==> src/rtl/fsup_pkg.sv <==
package fsup_pkg;
  typedef enum logic [1:0] {
    RS_RUN   = 2'd0,
    RS_HOLD  = 2'd1,
    RS_RETRY = 2'd2
  } retry_st_e;

  function automatic int cyc_from_us(input int clk_khz, input int us);
    return (clk_khz * us) / 1000;
  endfunction
endpackage

==> src/rtl/fsup_wake_hold.sv <==
module fsup_wake_hold #(
  parameter int HOLD_CYC = 200000
) (
  input  logic clk_i,
  input  logic rst_ni,
  input  logic awake_i,
  output logic hold_o
);
  localparam int CW = $clog2(HOLD_CYC + 1);
  localparam logic [CW-1:0] LAST = CW'(HOLD_CYC);

  logic [CW-1:0] cnt_q;

  always_ff @(posedge clk_i or negedge rst_ni) begin
    if (!rst_ni)           cnt_q <= '0;
    else if (!awake_i)     cnt_q <= '0;
    else if (cnt_q != LAST) cnt_q <= cnt_q + 1'b1;
  end

  assign hold_o = (cnt_q != LAST);

  assert_sleep_rearm_R3: assert property (@(posedge clk_i) disable iff (!rst_ni)
    !awake_i |=> hold_o);
endmodule

==> src/rtl/fsup_thermal.sv <==
module fsup_thermal #(
  parameter int TW        = 8,
  parameter int WARN_CODE = 160,
  parameter int SHUT_CODE = 175,
  parameter int HYST_CODE = 15
) (
  input  logic          clk_i,
  input  logic          rst_ni,
  input  logic [TW-1:0] temp_i,
  output logic          warn_o,
  output logic          shut_o
);
  localparam logic [TW-1:0] WARN_C = TW'(WARN_CODE);
  localparam logic [TW-1:0] SHUT_C = TW'(SHUT_CODE);
  localparam logic [TW-1:0] LOW_C  = TW'(SHUT_CODE - HYST_CODE);

  always_ff @(posedge clk_i or negedge rst_ni) begin
    if (!rst_ni) begin
      warn_o <= 1'b0;
      shut_o <= 1'b0;
    end else begin
      warn_o <= (temp_i >= WARN_C);
      if (temp_i >= SHUT_C)     shut_o <= 1'b1;
      else if (temp_i < LOW_C)  shut_o <= 1'b0;
    end
  end

  assert_warn_R8: assert property (@(posedge clk_i) disable iff (!rst_ni)
    (temp_i >= WARN_C) |=> warn_o);
  assert_shut_set_R9: assert property (@(posedge clk_i) disable iff (!rst_ni)
    (temp_i >= SHUT_C) |=> shut_o);
  assert_shut_hyst_R9: assert property (@(posedge clk_i) disable iff (!rst_ni)
    (shut_o && temp_i >= LOW_C) |=> shut_o);
endmodule

==> src/rtl/fsup_short_retry.sv <==
module fsup_short_retry
  import fsup_pkg::*;
#(
  parameter int DEAD_CYC  = 100,
  parameter int RETRY_CYC = 240000
) (
  input  logic clk_i,
  input  logic rst_ni,
  input  logic awake_i,
  input  logic bridge_off_i,
  input  logic short_i,
  output logic holdoff_o,
  output logic flag_o
);
  localparam int BW = $clog2(DEAD_CYC + 1);
  localparam int RW = $clog2(RETRY_CYC + 1);
  localparam logic [BW-1:0] DEAD_C = BW'(DEAD_CYC);
  localparam logic [RW-1:0] LAST_C = RW'(RETRY_CYC - 1);

  logic [BW-1:0] blank_q;
  logic [RW-1:0] tmr_q;
  retry_st_e     st_q;
  logic          armed;

  assign armed = (blank_q == DEAD_C);

  // blanking restarts on every turn-on of the bridge
  always_ff @(posedge clk_i or negedge rst_ni) begin
    if (!rst_ni)           blank_q <= '0;
    else if (bridge_off_i) blank_q <= '0;
    else if (!armed)       blank_q <= blank_q + 1'b1;
  end

  always_ff @(posedge clk_i or negedge rst_ni) begin
    if (!rst_ni) begin
      st_q  <= RS_RUN;
      tmr_q <= '0;
    end else if (!awake_i) begin
      st_q  <= RS_RUN;
      tmr_q <= '0;
    end else begin
      unique case (st_q)
        RS_RUN: if (armed && short_i) begin
          st_q  <= RS_HOLD;
          tmr_q <= '0;
        end
        RS_HOLD: if (tmr_q == LAST_C) st_q <= RS_RETRY;
                 else                 tmr_q <= tmr_q + 1'b1;
        RS_RETRY: if (armed) begin
          st_q  <= short_i ? RS_HOLD : RS_RUN;
          tmr_q <= '0;
        end
        default: st_q <= RS_RUN;
      endcase
    end
  end

  assign holdoff_o = (st_q == RS_HOLD);
  assign flag_o    = (st_q != RS_RUN);

  assert_trip_R5: assert property (@(posedge clk_i) disable iff (!rst_ni)
    (awake_i && st_q == RS_RUN && armed && short_i) |=> holdoff_o);
  assert_blank_R6: assert property (@(posedge clk_i) disable iff (!rst_ni)
    (awake_i && st_q == RS_RUN && !armed) |=> (st_q == RS_RUN));
  assert_retry_clear_R7: assert property (@(posedge clk_i) disable iff (!rst_ni)
    (awake_i && st_q == RS_RETRY && armed && !short_i) |=> !flag_o);
  assert_sleep_clear_R10: assert property (@(posedge clk_i) disable iff (!rst_ni)
    !awake_i |=> !flag_o);
endmodule

==> src/rtl/mdrv_fault_supervisor.sv <==
module mdrv_fault_supervisor
  import fsup_pkg::*;
#(
  parameter int CLK_KHZ   = 200000,
  parameter int RETRY_US  = 1200,
  parameter int WAKE_US   = 1000,
  parameter int DEAD_CYC  = 100,
  parameter int TEMP_W    = 8,
  parameter int WARN_CODE = 160,
  parameter int SHUT_CODE = 175,
  parameter int HYST_CODE = 15
) (
  input  logic              clk_i,
  input  logic              rst_ni,
  input  logic              awake_i,
  input  logic              short_det_i,
  input  logic              uv_pump_i,
  input  logic              uv_reg_i,
  input  logic [TEMP_W-1:0] temp_code_i,
  output logic              bridge_off_o,
  output logic              fault_pull_o
);
  localparam int RETRY_CYC = cyc_from_us(CLK_KHZ, RETRY_US);
  localparam int WAKE_CYC  = cyc_from_us(CLK_KHZ, WAKE_US);

  logic wake_hold, warn, shut, holdoff, retry_flag, uv_any;

  assign uv_any = uv_pump_i | uv_reg_i;

  fsup_wake_hold #(.HOLD_CYC(WAKE_CYC)) u_wake (
    .clk_i  (clk_i),
    .rst_ni (rst_ni),
    .awake_i(awake_i),
    .hold_o (wake_hold)
  );

  fsup_thermal #(
    .TW(TEMP_W), .WARN_CODE(WARN_CODE), .SHUT_CODE(SHUT_CODE), .HYST_CODE(HYST_CODE)
  ) u_therm (
    .clk_i (clk_i),
    .rst_ni(rst_ni),
    .temp_i(temp_code_i),
    .warn_o(warn),
    .shut_o(shut)
  );

  fsup_short_retry #(.DEAD_CYC(DEAD_CYC), .RETRY_CYC(RETRY_CYC)) u_retry (
    .clk_i       (clk_i),
    .rst_ni      (rst_ni),
    .awake_i     (awake_i),
    .bridge_off_i(bridge_off_o),
    .short_i     (short_det_i),
    .holdoff_o   (holdoff),
    .flag_o      (retry_flag)
  );

  assign bridge_off_o = !awake_i | wake_hold | uv_any | shut | holdoff;
  assign fault_pull_o = awake_i & (uv_any | warn | shut | retry_flag);

  assert_sleep_R2: assert property (@(posedge clk_i) disable iff (!rst_ni)
    !awake_i |-> (bridge_off_o && !fault_pull_o));
  assert_uv_R4: assert property (@(posedge clk_i) disable iff (!rst_ni)
    (awake_i && uv_any) |-> (bridge_off_o && fault_pull_o));
endmodule

==> config.mk <==
export PLATFORM = sky130hd
export DESIGN_NAME = mdrv_fault_supervisor
export DESIGN_NICKNAME = d
export VERILOG_FILES = /design/src/rtl/fsup_pkg.sv /design/src/rtl/fsup_wake_hold.sv /design/src/rtl/fsup_thermal.sv /design/src/rtl/fsup_short_retry.sv /design/src/rtl/mdrv_fault_supervisor.sv
export SDC_FILE = /design/constraint.sdc
export NUM_CORES = 1
export LEC_CHECK = 0
export BUFFER_PORTS_ARGS = -buffer_cell sky130_fd_sc_hd__buf_4
export CAP_MARGIN = 20
export CORE_MARGIN = 3
export CORE_UTILIZATION = 33
export DETAILED_ROUTE_END_ITERATION = 7
export GPL_ROUTABILITY_DRIVEN = 0
export SLEW_MARGIN = 10
export SYNTH_ARGS = -nofsm -noshare
export SYNTH_HDL_FRONTEND = slang
export SYNTH_SLANG_ARGS = --single-unit
==> constraint.sdc <==
create_clock -name clk_i -period 2 [get_ports clk_i]
set_clock_uncertainty 0.1 [all_clocks]
set_input_delay 0.4 -clock clk_i [delete_from_list [all_inputs] [get_ports clk_i]]
set_output_delay 0.4 -clock clk_i [all_outputs]
set_load 0.05 [all_outputs]
==> results of run 1 <==
-- registers in the layout (all words and copies together) (netlist names) --
signal / flops
u_retry.st_q: 2
u_wake.cnt_q: 18
u_therm.shut_o: 1
u_therm.warn_o: 1
u_retry.tmr_q: 18
u_retry.blank_q: 7
-- area by class of cell --
class | count | area, sq um | area share [%]
multi-input cells | 211 | 1463 | 43.90
repair buffers | 56 | 424.2 | 12.73
clock inverters | 2 | 38.79 | 1.164
well taps | 99 | 123.9 | 3.718
clock buffers | 6 | 82.58 | 2.478
inverters | 6 | 22.52 | 0.6759
flip-flops and latches | 47 | 1177 | 35.34
-- worst max path at each step --
stage,startpoint,to,slack (ns)
after floorplan,u_wake.cnt_q[0]$_DFFE_PN0P_,u_retry.blank_q[2]$_DFFE_PN0P_,-0.34
after global placement,u_retry.blank_q[1]$_DFFE_PN0P_,u_retry.tmr_q[5]$_DFFE_PN0P_,0.03
after detailed placement,u_retry.blank_q[1]$_DFFE_PN0P_,u_retry.tmr_q[5]$_DFFE_PN0P_,-0.01
after CTS,u_wake.cnt_q[1]$_DFFE_PN0P_,bridge_off_o,-0.18
after global routing,u_wake.cnt_q[0]$_DFFE_PN0P_,bridge_off_o,-0.26
final,u_wake.cnt_q[0]$_DFFE_PN0P_,bridge_off_o,-0.16
-- cell families after synthesis --
logic type	Yosys count
and+or+nand+nor	140
DFF	47
AOI/OAI and AO/OA	46
xor gates and xnor gates	17
buffers and inverters	15
adders and majority gates	5
muxes	2
-- Yosys cell counts, types with 3 or more instances --
master	instances
sky130_fd_sc_hd__dfrtp_1	47
sky130_fd_sc_hd__nor2_1	29
sky130_fd_sc_hd__nand2_1	23
sky130_fd_sc_hd__and2_1	16
sky130_fd_sc_hd__nand4_1	14
sky130_fd_sc_hd__xnor2_1	12
sky130_fd_sc_hd__nand3_1	11
sky130_fd_sc_hd__a221o_1	8
sky130_fd_sc_hd__a31oi_1	8
sky130_fd_sc_hd__and3_1	8
sky130_fd_sc_hd__a21oi_1	7
sky130_fd_sc_hd__a21boi_1	6
sky130_fd_sc_hd__clkbuf_1	6
sky130_fd_sc_hd__inv_1	6
sky130_fd_sc_hd__nor3_1	6
sky130_fd_sc_hd__ha_1	5
sky130_fd_sc_hd__o21ai_0	5
sky130_fd_sc_hd__xor2_1	5
sky130_fd_sc_hd__nor2b_1	4
sky130_fd_sc_hd__nor4_1	4
sky130_fd_sc_hd__or3_1	4
sky130_fd_sc_hd__nand3b_1	3
sky130_fd_sc_hd__nand4b_1	3
sky130_fd_sc_hd__or2_1	3
-- through the flow --
stage	setup slack (ns)	power [mW]	instances
3_3_place_gp	0.03017	1.088	410
6_report	-0.1568	1.829	427
5_1_grt	-0.2643	1.905	427
2_1_floorplan	-0.3368	1.029	272
4_1_cts	-0.1810	1.862	423
3_5_place_dp	-0.01258	1.089	410
-- metal layers --
layer | global-route usage (%) | vias to the layer above | part of all wire (%)
met3 | 2.390 | 7 | 2.4
met1 | 18.08 | 1046 | 47
li1 | - | 1102 | -
met5 | 0 | - | 0
met2 | 23.35 | 24 | 49
met4 | 3.966 | 0 | 1.1
-- power by group --
| group | total, mW | switching (mW) | internal [mW] |
|---|---|---|---|
| Clock | 0.739 | 0.328 | 0.411 |
| Sequential | 0.962 | 0.00534 | 0.957 |
| Combinational | 0.127 | 0.0674 | 0.0599 |
| Total | 1.83 | 0.400 | 1.43 |
-- what timing repair did --
action	in CTS	in global routing
pin swaps	3	14
gates cloned	1	0
buffers inserted	4	4
gates resized for setup	7	12
endpoints found under the setup margin	4	21
hold buffers	0	0
-- critical path, delay by kind of cell (launching register included) --
kind	cells	cell delay [ns]
buf+inv	2	0.27
fa+ha+maj	1	0.12
simple gates	3	0.57
flops	1	0.39
==> results_dict.tcl, run 1 <==
set metrics [dict create \
    outcome "complete, but fails checks" \
    violations_in_the_final_reports "hold timing, setup timing" \
    async_sr_flop_fraction_pct 100.0 \
    number_of_h_tree_levels 2 \
    post_synthesis_simple_gate_area_fraction_pct 29.93 \
    area_delta_synth_final_pct 28.77 \
    synthFlopType "sky130_fd_sc_hd__dfrtp_1" \
    core-area_sq_um 7447 \
    drt-pass1-iter-count 5 \
    yosysWarnings 0 \
    netlist-cell-type-count 46 \
    track_usage_pct 13.79 \
    synth_enable_flop_cells 0 \
    timing.critical_path.fanout_max 2 \
    vias_in_the_first_global_route 2102 \
    worst_hold_path_type "input pin to asynchronous set/reset pin" \
    max_slew_margin_pct 59.53 \
    drv.max_cap_violation_count 0 \
    synth_top_area_share_pct 45.45 \
    number_of_buffers_created_by_cts 5 \
    start_util_pct 34.74 \
    routed-via-count 2179 \
    post-route-drc-count 0 \
    setup_viol_count_final 1 \
    final.setup.tns_ns -0.1568 \
    port-buffer-count 15 \
    finalCriticalPeriod_ns 2.157 \
    detail_route.wirelength_microns 5667 \
    cp-end-kind "primary output" \
    post-route-period-util_pct 107.8 \
    slowest_stage_cell_on_the_critical_path "sky130_fd_sc_hd__dfrtp_1" \
    setup_ws_ns -0.1568 \
    vdd_ir_drop_max_uv 336.1 \
    number_of_max_slew_violations_in_the_final_report 0 \
    place_area_sq_um 3038 \
    final_cell_area_sq_um 3332 \
    critical_path.reg2reg.endpoint "u_retry.tmr_q[17]$_DFFE_PN0P_" \
    clk-insertion-delay-late_ns 0.31 \
    ctsRootBufferMaster "sky130_fd_sc_hd__clkbuf_8" \
    rrSetupSlack_ns 0 \
    cts.sink_count 47 \
    synth_compound_gate_area_share_pct 13.06 \
    max_stage_delay_ns 0.39 \
    postRouteAntennaNets 0 \
    antenna_cells 0 \
    pwr_density_cell_nw_per_um2 548.8 \
    syn_area_sq_um 2587 \
    cts_tree "built" \
    dieHeight_microns 94.55 \
    synthesis.instances 272 \
    final_common_cell "sky130_fd_sc_hd__buf_4" \
    nets 346 \
    cts_max_path_buffers 2 \
    grt_setup_unrepaired "yes" \
    layout-drive-gt1-share_pct 25.61 \
    detailedPlacementHpwl_microns 3804 \
    num_io_pins 16 \
    floorplan.die_area_sq_um 8940 \
    first_pass_grt_wire_length_microns 9867 \
    clock_transition_at_the_registers_of_the_reported_paths_ns 0.10 \
    fillerInstances 742 \
    finalHoldViolCount 12 \
    regToRegStartpoint "u_retry.blank_q[1]$_DFFE_PN0P_" \
    r2r.worst_path.cells 7 \
    core.rowCount 31 \
    synth.top_cells.by_area "sky130_fd_sc_hd__dfrtp_1, sky130_fd_sc_hd__nor2_1, sky130_fd_sc_hd__xnor2_1, sky130_fd_sc_hd__and2_1, sky130_fd_sc_hd__nand4_1" \
    p_leak_nw 1.465 \
    worst-endpoint-required_ns 1.50 \
    synth_xor_area_share_pct 5.754 \
    die_width_microns 94.55 \
    avgRoutedWirePerCell_microns 13.27 \
    dr.first_iter.drc_count 111 \
    synth.area.mux_share_pct 0.8221 \
    ys_seq_area_share_pct 45.45 \
    synthesized_net_count 291 \
    synth_top_area_cell "sky130_fd_sc_hd__dfrtp_1" \
    detail_route.vias_per_cell 5.103 \
    globalRoute.totalOverflow 0 \
    synth_top_family_by_area "simple AND/OR/NAND/NOR gates" \
    layout_common_cells "sky130_fd_sc_hd__buf_4, sky130_fd_sc_hd__dfrtp_1, sky130_fd_sc_hd__nor2_1, sky130_fd_sc_hd__nand2_1, sky130_fd_sc_hd__and2_1" \
    fmax_ghz 0.4636 \
    worst-slew-pin-transition_ns 0.6070 \
    antenna_found_initial 0 \
    cp.arrival_ns 1.66 \
    synth-seq-cells 47 \
    cp-start-kind "register" \
    critical_path_class "register to primary output" \
    holdWs_ns -0.007187 \
    cp_cell_sequence "inv_2 -> ha_4 -> nor4b_4 -> nand4_1 -> nand4b_1 -> buf_6" \
    maximum_number_of_pins_on_one_net_before_global_route_repair 48 \
    yosys.area_share.adder_pct 2.418 \
    final_core_area_utilization_pct 44.74 \
    avgSynthCellArea_sq_um 9.513 \
]
Power figures use the tool's default switching activity.
==> run 2, diff against run 1 <==
- CTS_CLUSTER_SIZE: default -> 28
- SYNTH_HIERARCHICAL: default -> 1
==> run 2 against run 1 <==
  * The flow still finishes with violations (hold timing, setup timing)
  * Final area grew 4.7%
  * Via count grew 8.5%
  * Global-route usage grew 0.88 points
  * Critical path depth grew 1
  * Clock power shrank 18%
  * Utilization grew 0.15 points
  * Routed wire length grew 8.7%
  * Synthesized cell count grew 3.7%
  * Power shrank 8.0%
  * Critical path type unchanged
  * Critical endpoint unchanged
  * Largest cell class unchanged
==> results_dict.tcl, run 2 <==
set metrics [dict create \
    core-area_sq_um 7767 \
    globalRoute.totalOverflow 0 \
    finalHoldViolCount 3 \
    post-route-period-util_pct 115.0 \
    worst-endpoint-required_ns 1.50 \
    post-route-drc-count 0 \
    track_usage_pct 14.67 \
    rrSetupSlack_ns -0.23 \
    synthFlopType "sky130_fd_sc_hd__dfrtp_1" \
    avgSynthCellArea_sq_um 9.433 \
    critical_path.endpoint "bridge_off_o" \
    netlist-cell-type-count 58 \
    critical-path-top-cell-by-count "sky130_fd_sc_hd__nand3_1" \
    holdWs_ns -0.0005692 \
    number_of_buffers_created_by_cts 5 \
    layout_top_registers "u_retry/tmr_q (18), u_wake/cnt_q (18), u_retry/blank_q (7)" \
    finalCriticalPeriod_ns 2.300 \
    max_stage_delay_ns 0.40 \
    number_of_max_slew_violations_in_the_final_report 0 \
    yosys-top-cells-count "sky130_fd_sc_hd__dfrtp_1, sky130_fd_sc_hd__nand3_1, sky130_fd_sc_hd__nor2_1" \
    cts_tree "built" \
    critical_path_cell_count 7 \
    clk-insertion-delay-late_ns 0.31 \
    cp_cell_sequence "nor4b_2 -> nand3_1 -> nor2_1 -> nand3_1 -> nor2_2 -> nand3_4 -> buf_6" \
    clock_transition_at_the_registers_of_the_reported_paths_ns 0.10 \
    antenna_cells 0 \
    core.rowCount 32 \
    critical_path_class "register to primary output" \
    slowest_stage_cell_on_the_critical_path "sky130_fd_sc_hd__dfrtp_1" \
    area_delta_synth_final_pct 31.09 \
    number_of_h_tree_levels 2 \
    pwr_density_cell_nw_per_um2 482.5 \
    detail_route.wirelength_microns 6158 \
    synth_top_area_cell "sky130_fd_sc_hd__dfrtp_1" \
    final.setup.tns_ns -3.051 \
    synth_enable_flop_cells 0 \
    start_util_pct 34.25 \
    postRouteAntennaNets 0 \
    setup_viol_count_final 19 \
    yosysWarnings 6 \
    cts.sink_count 47 \
    violations_in_the_final_reports "hold timing, setup timing" \
    synth_top_area_share_pct 44.21 \
    grt_setup_unrepaired "yes" \
    cts_max_path_buffers 2 \
    vias_in_the_first_global_route 2299 \
    drv.max_cap_violation_count 0 \
    nets 374 \
    regToRegStartpoint "u_retry/tmr_q[14]$_DFFE_PN0P_" \
    final_common_cell "sky130_fd_sc_hd__buf_4" \
    startpoint_of_the_worst_setup_timing_path "u_wake/cnt_q[9]$_DFFE_PN0P_" \
    detail_route.vias_per_cell 5.162 \
    ctsRootBufferMaster "sky130_fd_sc_hd__clkbuf_8" \
    layout-drive-gt1-share_pct 31.46 \
    drt-pass1-iter-count 5 \
    die_width_microns 95.78 \
    dr.first_iter.drc_count 98 \
    vdd_ir_drop_max_uv 269.5 \
    p_leak_nw 1.590 \
    cp-end-kind "primary output" \
    synth-seq-cells 47 \
    outcome "complete, but fails checks" \
    antenna_found_initial 0 \
    async_sr_flop_fraction_pct 100.0 \
    worst-slew-pin-transition_ns 0.6105 \
    timing.critical_path.buf_inv 1 \
    fmax_ghz 0.4348 \
    maximum_number_of_pins_on_one_net_before_global_route_repair 48 \
    floorplan.die_area_sq_um 9174 \
    r2r.worst_path.cells 5 \
    cp.arrival_ns 1.80 \
    critical_path.reg2reg.endpoint "u_retry/tmr_q[17]$_DFFE_PN0P_" \
    first_pass_grt_wire_length_microns 10620 \
    synth.top_cells.by_area "sky130_fd_sc_hd__dfrtp_1, sky130_fd_sc_hd__nand3_1, sky130_fd_sc_hd__nor2_1, sky130_fd_sc_hd__and3_1, sky130_fd_sc_hd__nor3_1" \
    dieHeight_microns 95.78 \
    final_core_area_utilization_pct 44.89 \
    num_io_pins 16 \
    setup_ws_ns -0.2997 \
    synthesized_net_count 301 \
    timing.critical_path.fanout_max 2 \
    cp-start-kind "register" \
    synthesis.instances 282 \
    port-buffer-count 15 \
    synth_most_common_cell "sky130_fd_sc_hd__dfrtp_1" \
    ys_seq_area_share_pct 44.21 \
    avgRoutedWirePerCell_microns 13.45 \
    detailedPlacementHpwl_microns 4356 \
    worst_hold_path_type "input pin to asynchronous set/reset pin" \
    crit_family "simple AND/OR/NAND/NOR gates" \
    max_slew_margin_pct 59.30 \
    syn_area_sq_um 2660 \
    routed-via-count 2364 \
    layout_common_cells "sky130_fd_sc_hd__buf_4, sky130_fd_sc_hd__dfrtp_1, sky130_fd_sc_hd__nand3_1, sky130_fd_sc_hd__nor2_1, sky130_fd_sc_hd__nand2_1" \
]
## run 2: routing by layer
layer  GRT usage [%]  wire length (microns)
met4           5.332                     87
met5               0                      0
met3           2.346                    163
met2           22.87                   2864
met1           20.49                   3043
## run 2: worst min-delay path by stage
stage	endpoint	slack, ns	start
after floorplan	u_retry/blank_q[0]$_DFFE_PN0P_	0.004	rst_ni
after global placement	u_wake/cnt_q[5]$_DFFE_PN0P_	0.37	rst_ni
after detailed placement	u_wake/cnt_q[5]$_DFFE_PN0P_	0.37	rst_ni
after CTS	u_wake/cnt_q[6]$_DFFE_PN0P_	0.02	rst_ni
after global routing	u_retry/blank_q[4]$_DFFE_PN0P_	0.05	rst_ni
final	u_wake/cnt_q[6]$_DFFE_PN0P_	-0.0006	rst_ni
## run 2: final cells by class
type                    instances  area [sq um]
clock buffers                   5         68.82
repair buffers                 73         568.0
fillers                       765          4280
multi-input cells             220          1493
flip-flops and latches         47          1176
clock inverters                 3         23.77
well taps                     102         127.6
inverters                       8         30.03
## run 2: cells by family after synthesis
| group | share of synthesized area [%] |
|---|---|
| muxes | 1.129 |
| AOI/OAI and AO/OA | 15.05 |
| xor gates and xnor gates | 4.280 |
| buffers and inverters | 2.681 |
| and+or+nand+nor | 30.29 |
| adders and majority gates | 2.352 |
| DFF | 44.21 |
## run 2: what timing repair did
action / in CTS / in global routing
endpoints found under the setup margin: 18 / 20
endpoints found under the hold margin: 0 / 0
pin swaps: 6 / 4
buffers inserted: 1 / 5
resized for setup: 7 / 11
hold buffers: 0 / 0
## run 2: power breakdown
| group | total (mW) | switching, mW | leakage (nW) | internal, mW |
|---|---|---|---|---|
| Sequential | 0.963 | 0.00598 | 0.651 | 0.957 |
| Clock | 0.609 | 0.358 | 0.0408 | 0.251 |
| Combinational | 0.111 | 0.0650 | 0.898 | 0.0457 |
## run 2: stage by stage
step	area [sq um]	total power, mW	hold WS, ns	std cells	setup slack, ns
5_1_grt	3487	1.754	0.04696	458	-0.4163
6_report	3487	1.683	-0.0005692	458	-0.2997
4_1_cts	3406	1.708	0.02388	453	-0.3338
3_5_place_dp	3274	1.093	0.3656	444	-0.2400
2_1_floorplan	2673	1.025	0.004409	282	-0.2503
3_3_place_gp	3274	1.092	0.3683	444	-0.2068
